===== config.mk =====
export PLATFORM = sky130hd
export DESIGN_NAME = async_rx_tagger
export DESIGN_NICKNAME = d
export VERILOG_FILES = /design/src/rtl/async_rx_tagger.sv
export SDC_FILE = /design/constraint.sdc
export NUM_CORES = 1
export LEC_CHECK = 0
export ABC_CLOCK_PERIOD_IN_PS = 4800
export BUFFER_PORTS_ARGS = -buffer_cell sky130_fd_sc_hd__buf_2
export CAP_MARGIN = 20
export CORE_AREA = 2 2 65 82
export CTS_BUF_LIST = sky130_fd_sc_hd__clkbuf_2 sky130_fd_sc_hd__clkbuf_4 sky130_fd_sc_hd__clkbuf_8
export DETAILED_ROUTE_END_ITERATION = 8
export DIE_AREA = 0 0 67 84
export RECOVER_POWER = 100
export SKIP_CTS_REPAIR_TIMING = 1
export SYNTH_ARGS = -nofsm -noshare
export SYNTH_HDL_FRONTEND = slang
export SYNTH_SLANG_ARGS = --single-unit

===== constraint.sdc =====
create_clock -name clk -period 4.8 [get_ports clk]
set_input_delay 0.72 -clock clk [delete_from_list [all_inputs] [get_ports clk]]
set_output_delay 0.72 -clock clk [all_outputs]
set_load 0.03 [all_outputs]

===== src/rtl/async_rx_tagger.sv =====
module async_rx_tagger #(
  parameter int OVS  = 16,
  parameter int SYNC = 2
) (
  input  logic        clk,
  input  logic        rst_n,
  input  logic        tick16,
  input  logic        rx_pin,
  input  logic        lb_en,
  input  logic        lb_data,
  input  logic [7:0]  line_cfg,
  input  logic        fifo_full,
  output logic        push_o,
  output logic [10:0] push_word,
  output logic        overrun_o,
  output logic        char_seen_o
);
  localparam int DW        = 8;
  localparam int IW        = $clog2(DW);
  localparam int CW        = $clog2(OVS);
  localparam int START_CHK = OVS / 2 - 2;

  typedef enum logic [2:0] {S_IDLE, S_START, S_DATA, S_PAR, S_STOP, S_HOLD} st_t;

  st_t            state;
  logic [SYNC-1:0] sync_q;
  logic [CW-1:0]  cnt;
  logic [IW-1:0]  bidx;
  logic [DW-1:0]  shreg;
  logic           all_zero;
  logic           par_bad;

  wire rx_line  = lb_en ? lb_data : sync_q[SYNC-1];
  wire bit_end  = (cnt == CW'(OVS - 1));
  wire [IW-1:0] last_idx = IW'(4 + {1'b0, line_cfg[1:0]});
  wire par_en   = line_cfg[3];
  wire par_even = line_cfg[4];
  wire par_stk  = line_cfg[5];
  wire par_exp  = par_stk ? ~par_even : (par_even ? ^shreg : ~^shreg);
  wire is_brk   = all_zero & ~rx_line;

  logic unused_cfg;
  assign unused_cfg = &{1'b0, line_cfg[7:6], line_cfg[2]};

  always_ff @(posedge clk or negedge rst_n) begin
    if (!rst_n) sync_q <= '1;
    else        sync_q <= {sync_q[SYNC-2:0], rx_pin};
  end

  always_ff @(posedge clk or negedge rst_n) begin
    if (!rst_n) begin
      state       <= S_IDLE;
      cnt         <= '0;
      bidx        <= '0;
      shreg       <= '0;
      all_zero    <= 1'b0;
      par_bad     <= 1'b0;
      push_o      <= 1'b0;
      overrun_o   <= 1'b0;
      char_seen_o <= 1'b0;
      push_word   <= '0;
    end else begin
      push_o      <= 1'b0;
      overrun_o   <= 1'b0;
      char_seen_o <= 1'b0;
      if (tick16) begin
        case (state)
          S_IDLE: if (!rx_line) begin
            state <= S_START;
            cnt   <= '0;
          end
          S_START: begin
            if (cnt == CW'(START_CHK)) begin
              cnt <= '0;
              if (!rx_line) begin
                state    <= S_DATA;
                bidx     <= '0;
                shreg    <= '0;
                all_zero <= 1'b1;
                par_bad  <= 1'b0;
              end else begin
                state <= S_IDLE;
              end
            end else begin
              cnt <= cnt + 1'b1;
            end
          end
          S_DATA: begin
            if (bit_end) begin
              cnt         <= '0;
              shreg[bidx] <= rx_line;
              if (rx_line) all_zero <= 1'b0;
              if (bidx == last_idx) state <= par_en ? S_PAR : S_STOP;
              else                  bidx  <= bidx + 1'b1;
            end else begin
              cnt <= cnt + 1'b1;
            end
          end
          S_PAR: begin
            if (bit_end) begin
              cnt     <= '0;
              par_bad <= (rx_line != par_exp);
              if (rx_line) all_zero <= 1'b0;
              state   <= S_STOP;
            end else begin
              cnt <= cnt + 1'b1;
            end
          end
          S_STOP: begin
            if (bit_end) begin
              cnt         <= '0;
              char_seen_o <= 1'b1;
              push_o      <= ~fifo_full;
              overrun_o   <= fifo_full;
              if (!fifo_full)
                push_word <= is_brk ? 11'h400 : {1'b0, ~rx_line, par_bad, shreg};
              state <= rx_line ? S_IDLE : S_HOLD;
            end else begin
              cnt <= cnt + 1'b1;
            end
          end
          S_HOLD: if (rx_line) state <= S_IDLE;
          default: state <= S_IDLE;
        endcase
      end
    end
  end
endmodule


==> run_results.csv <==
group,metric,value,unit
floorplan,start_util,37.2,%
sta,hold_viol,0,
global_routing,grt-ovfl-total,0,
floorplan,core_area,0.00493,mm²
logic_synthesis,muxShareOfSynthArea,1.91,%
detailed_routing,vias,1437,
placed_design,hpwl,2.65,mm
cells_and_area,multi_input_area,881,µm²
detailed_routing,via_per_inst,5.08,
floorplan,die_area,0.00563,mm²
logic_synthesis,synth_simple_gate_area_share,22.6,%
clock_network,clockBufferDepth,2,
floorplan,std_cell_rows,29,
clock_network,tritoncts,"yes",
hold_path,hold_class,"flip-flop to flip-flop",
logic_synthesis,synth_area,0.00184,mm²
sta,timing.hold.ws,0.358,ns
sta,finalCriticalPeriod,2.64,ns
run_status,violations,"max-capacitance violations, max-slew violations",
cells_and_area,nNetsFinal,239,
clock_network,clock_latency,0.28,ns
power_and_ir_drop,leakagePower,0.928,nW
global_routing,grt_usage,14.4,%
cells_and_area,drive_gt1_share,9.95,%
critical_path,cp-end-kind,"flip-flop",
sta,tns,0,ns
critical_path,critPathKind,"flip-flop to flip-flop",
logic_synthesis,synth_cells,195,
global_routing,grt_pass1_wl,6.33,mm
critical_path,worst_ep_arrival_time,2.82,ns
placed_design,gp_congestion,0.774,
sta,setup_violations,0,
floorplan,die_h,84,µm
critical_path,required,4.98,ns
clock_network,path_clk_slew,0.07,ns
floorplan,fp.dieW,67,µm
global_routing,grt_pass1_vias,1336,
sta,finalCritPeriodShare,55.0,%
logic_synthesis,ys_seq_area_share,49.2,%
logic_synthesis,syn_avg_cell_area,9.42,µm²
detailed_routing,ant_nets,0,
sta,rsz0062_at_grt,"no",
critical_path,critPathMaxStageDelay,1.13,ns
critical_path,worst_path_max_delay_cell,"nor3b_1",
cells_and_area,diodes,0,
power_and_ir_drop,peakVddDrop,147,µV
logic_synthesis,synth_top_family_by_area,"simple AND/OR/NAND/NOR gates",
logic_synthesis,synth_compound_area_share,17.5,%
cells_and_area,seqCellArea,903,µm²
detailed_routing,wl,3.65,mm
clock_network,cts-root-buf,"clkbuf_8",
detailed_routing,wl_per_cell,12.9,µm
power_and_ir_drop,cellPowerDensity,445,mW/mm²
logic_synthesis,synthDistinctLibCells,44,
detailed_routing,drc,0,
run_status,status,"finished with violations",
clock_network,cts_buffers,5,
sta,worst_pin_slew,1.90,ns
logic_synthesis,synth_warnings,0,
global_routing,antenna_found_initial,0,
sta,slew_headroom,-26.9,%
clock_network,clock-sinks,36,
critical_path,critPathLaunchType,"flip-flop",
cells_and_area,syn_to_final_growth,12.8,%
critical_path,crit_fanout,13,
sta,final-max-slew-violation-count,37,
flow_run,drv_cap,1,
logic_synthesis,syn_nets,213,
sta,fmax,379,MHz
logic_synthesis,ys_ff_latch,36,
logic_synthesis,synth_xor_area_share,4.77,%
global_routing,grt_max_degree,37,
sta,finClkSkew,0.00660,ns
detailed_routing,first_iter_violations,67,
detailed_routing,first_pass_iters,4,
logic_synthesis,synth_fa_ha_area_share,2.04,%
clock_network,cts.htree.levels,2,
placed_design,port_buffers,25,
critical_path,cp_cell_sequence,"nor3b_1 -> a21bo_1 -> a221oi_1 -> nand2_1 -> mux2i_1 -> a22o_1",
cells_and_area,fillCellCount,508,
floorplan,io_pins,29,
-- cell families after synthesis --
family,after synthesis
multiplexers,3
AND/OR/NAND/NOR,83
AO/OA/AOI/OAI,52
XOR/XNOR,10
adder cells (fa/ha/maj),3
buffers and inverters,8
flip-flops,36
-- path summary, 6_finish.rpt --
| check | start | endpoint | slack (ns) | cells after the start |
|---|---|---|---|---|
| hold / removal | sync_q[0]$_DFF_PN1_ | sync_q[1]$_DFF_PN1_ | 0.36 | 0 |
| setup reg to reg | state[0]$_DFFE_PN0P_ | bidx[2]$_DFFE_PN0P_ | 2.16 | 6 |
| hold reg to reg | sync_q[0]$_DFF_PN1_ | sync_q[1]$_DFF_PN1_ | 0.36 | 0 |
| min in group asynchronous | rst_n | push_word[6]$_DFFE_PN0P_ | 0.96 | 1 |
| max in group asynchronous | rst_n | cnt[2]$_DFFE_PN0P_ | 2.75 | 1 |
| setup / recovery | state[0]$_DFFE_PN0P_ | bidx[2]$_DFFE_PN0P_ | 2.16 | 6 |
-- stage by stage --
stage | cells | area, µm² | utilization [%] | total power [mW] | setup slack (ns)
finish | 283 | 2070 | 42.0 | 0.923 | 2.16
global route | 283 | 2070 | 42.0 | 0.995 | 1.90
CTS | 283 | 2110 | 42.7 | 0.938 | 2.60
detailed placement | 276 | 2010 | 40.7 | 0.703 | 2.54
global placement | 276 | 2010 | 40.7 | 0.699 | 2.55
floorplan | 195 | 1840 | - | 0.642 | 2.86
-- registers in the layout, summed over array words and instances, names as in the netlist --
name and flops:
state 3, char_seen_o 1, overrun_o 1, shreg 8
all_zero 1, par_bad 1, push_o 1, sync_q 2
bidx 3, push_word 11, cnt 4
-- layout by cell type (no fill, tap or decap), drive strengths merged, types with 2 or more instances in the layout --
master	count
a21oi	9
a31oi	2
and2	3
buf	10
clkbuf	22
dfrtp	34
dfstp	2
ha	3
inv	2
mux2i	2
nand2	34
nand2b	3
nand3	14
nor2	9
nor2b	4
nor3	5
o21ai	25
o31ai	6
or3	2
or4b	2
xnor2	8
xor2	2
-- worst max-delay path, delay by kind of cell (launching register included) --
family / cells / cell delay [ns]
mux: 1 / 0.07
simple gates: 2 / 1.27
flops: 1 / 0.53
compound gates: 3 / 0.66
-- power breakdown --
part,switching (mW),internal (mW)
registers,0.0726,0.342
logic,0.165,0.112
clock network,0.104,0.128
total,0.342,0.581
-- final cells by class --
cell class	instances	share of cell area (%)
tap	62	3.74
inverter	2	0.362
sequential	36	43.6
multi-input combinational	151	42.5
timing repair buffer	25	5.13
clock buffer	7	4.65
-- synthesized netlist by cell type --
master	count	share of area (%)
buf_2	2	0.54
nand2b_1	3	1.0
buf_4	1	0.41
or3b_4	1	0.61
ha_1	3	2.0
and3_1	1	0.34
a32o_1	1	0.54
nor2_1	9	1.8
a221oi_2	1	0.82
o31ai_1	6	2.5
xnor2_1	8	3.8
or4_1	1	0.41
a22o_1	1	0.48
nor3_1	4	1.1
a21bo_2	1	0.54
o21a_1	1	0.41
mux2i_1	1	0.54
inv_1	2	0.41
nand3_1	14	3.8
a21o_1	1	0.41
or4b_1	2	1.1
o21ai_1	1	0.27
a221o_1	1	0.54
and2_1	3	1.0
nand3b_1	1	0.41
clkbuf_1	3	0.61
a311oi_1	1	0.48
dfrtp_1	34	46
mux2_2	1	0.61
dfstp_2	2	2.9
a31oi_1	2	0.68
nor2b_1	4	1.4
a21oi_1	9	2.5
nor3b_2	1	0.68
a22oi_1	1	0.41
or2_1	1	0.34
mux2i_2	1	0.75
nor3_2	1	0.54
o41ai_1	1	0.48
nand2_1	34	6.9
xor2_1	2	0.95
o21ai_0	24	6.5
or3_1	2	0.68
and2b_1	1	0.41
-- per-layer routing --
metal	track usage, %	vias up	wire length, µm
li1	-	744	-
met1	19.1	660	1680
met2	22.5	27	1770
met3	2.97	6	135
met4	6.12	0	63
met5	0	-	0
No activity file was read; power rests on OpenSTA's default activity.
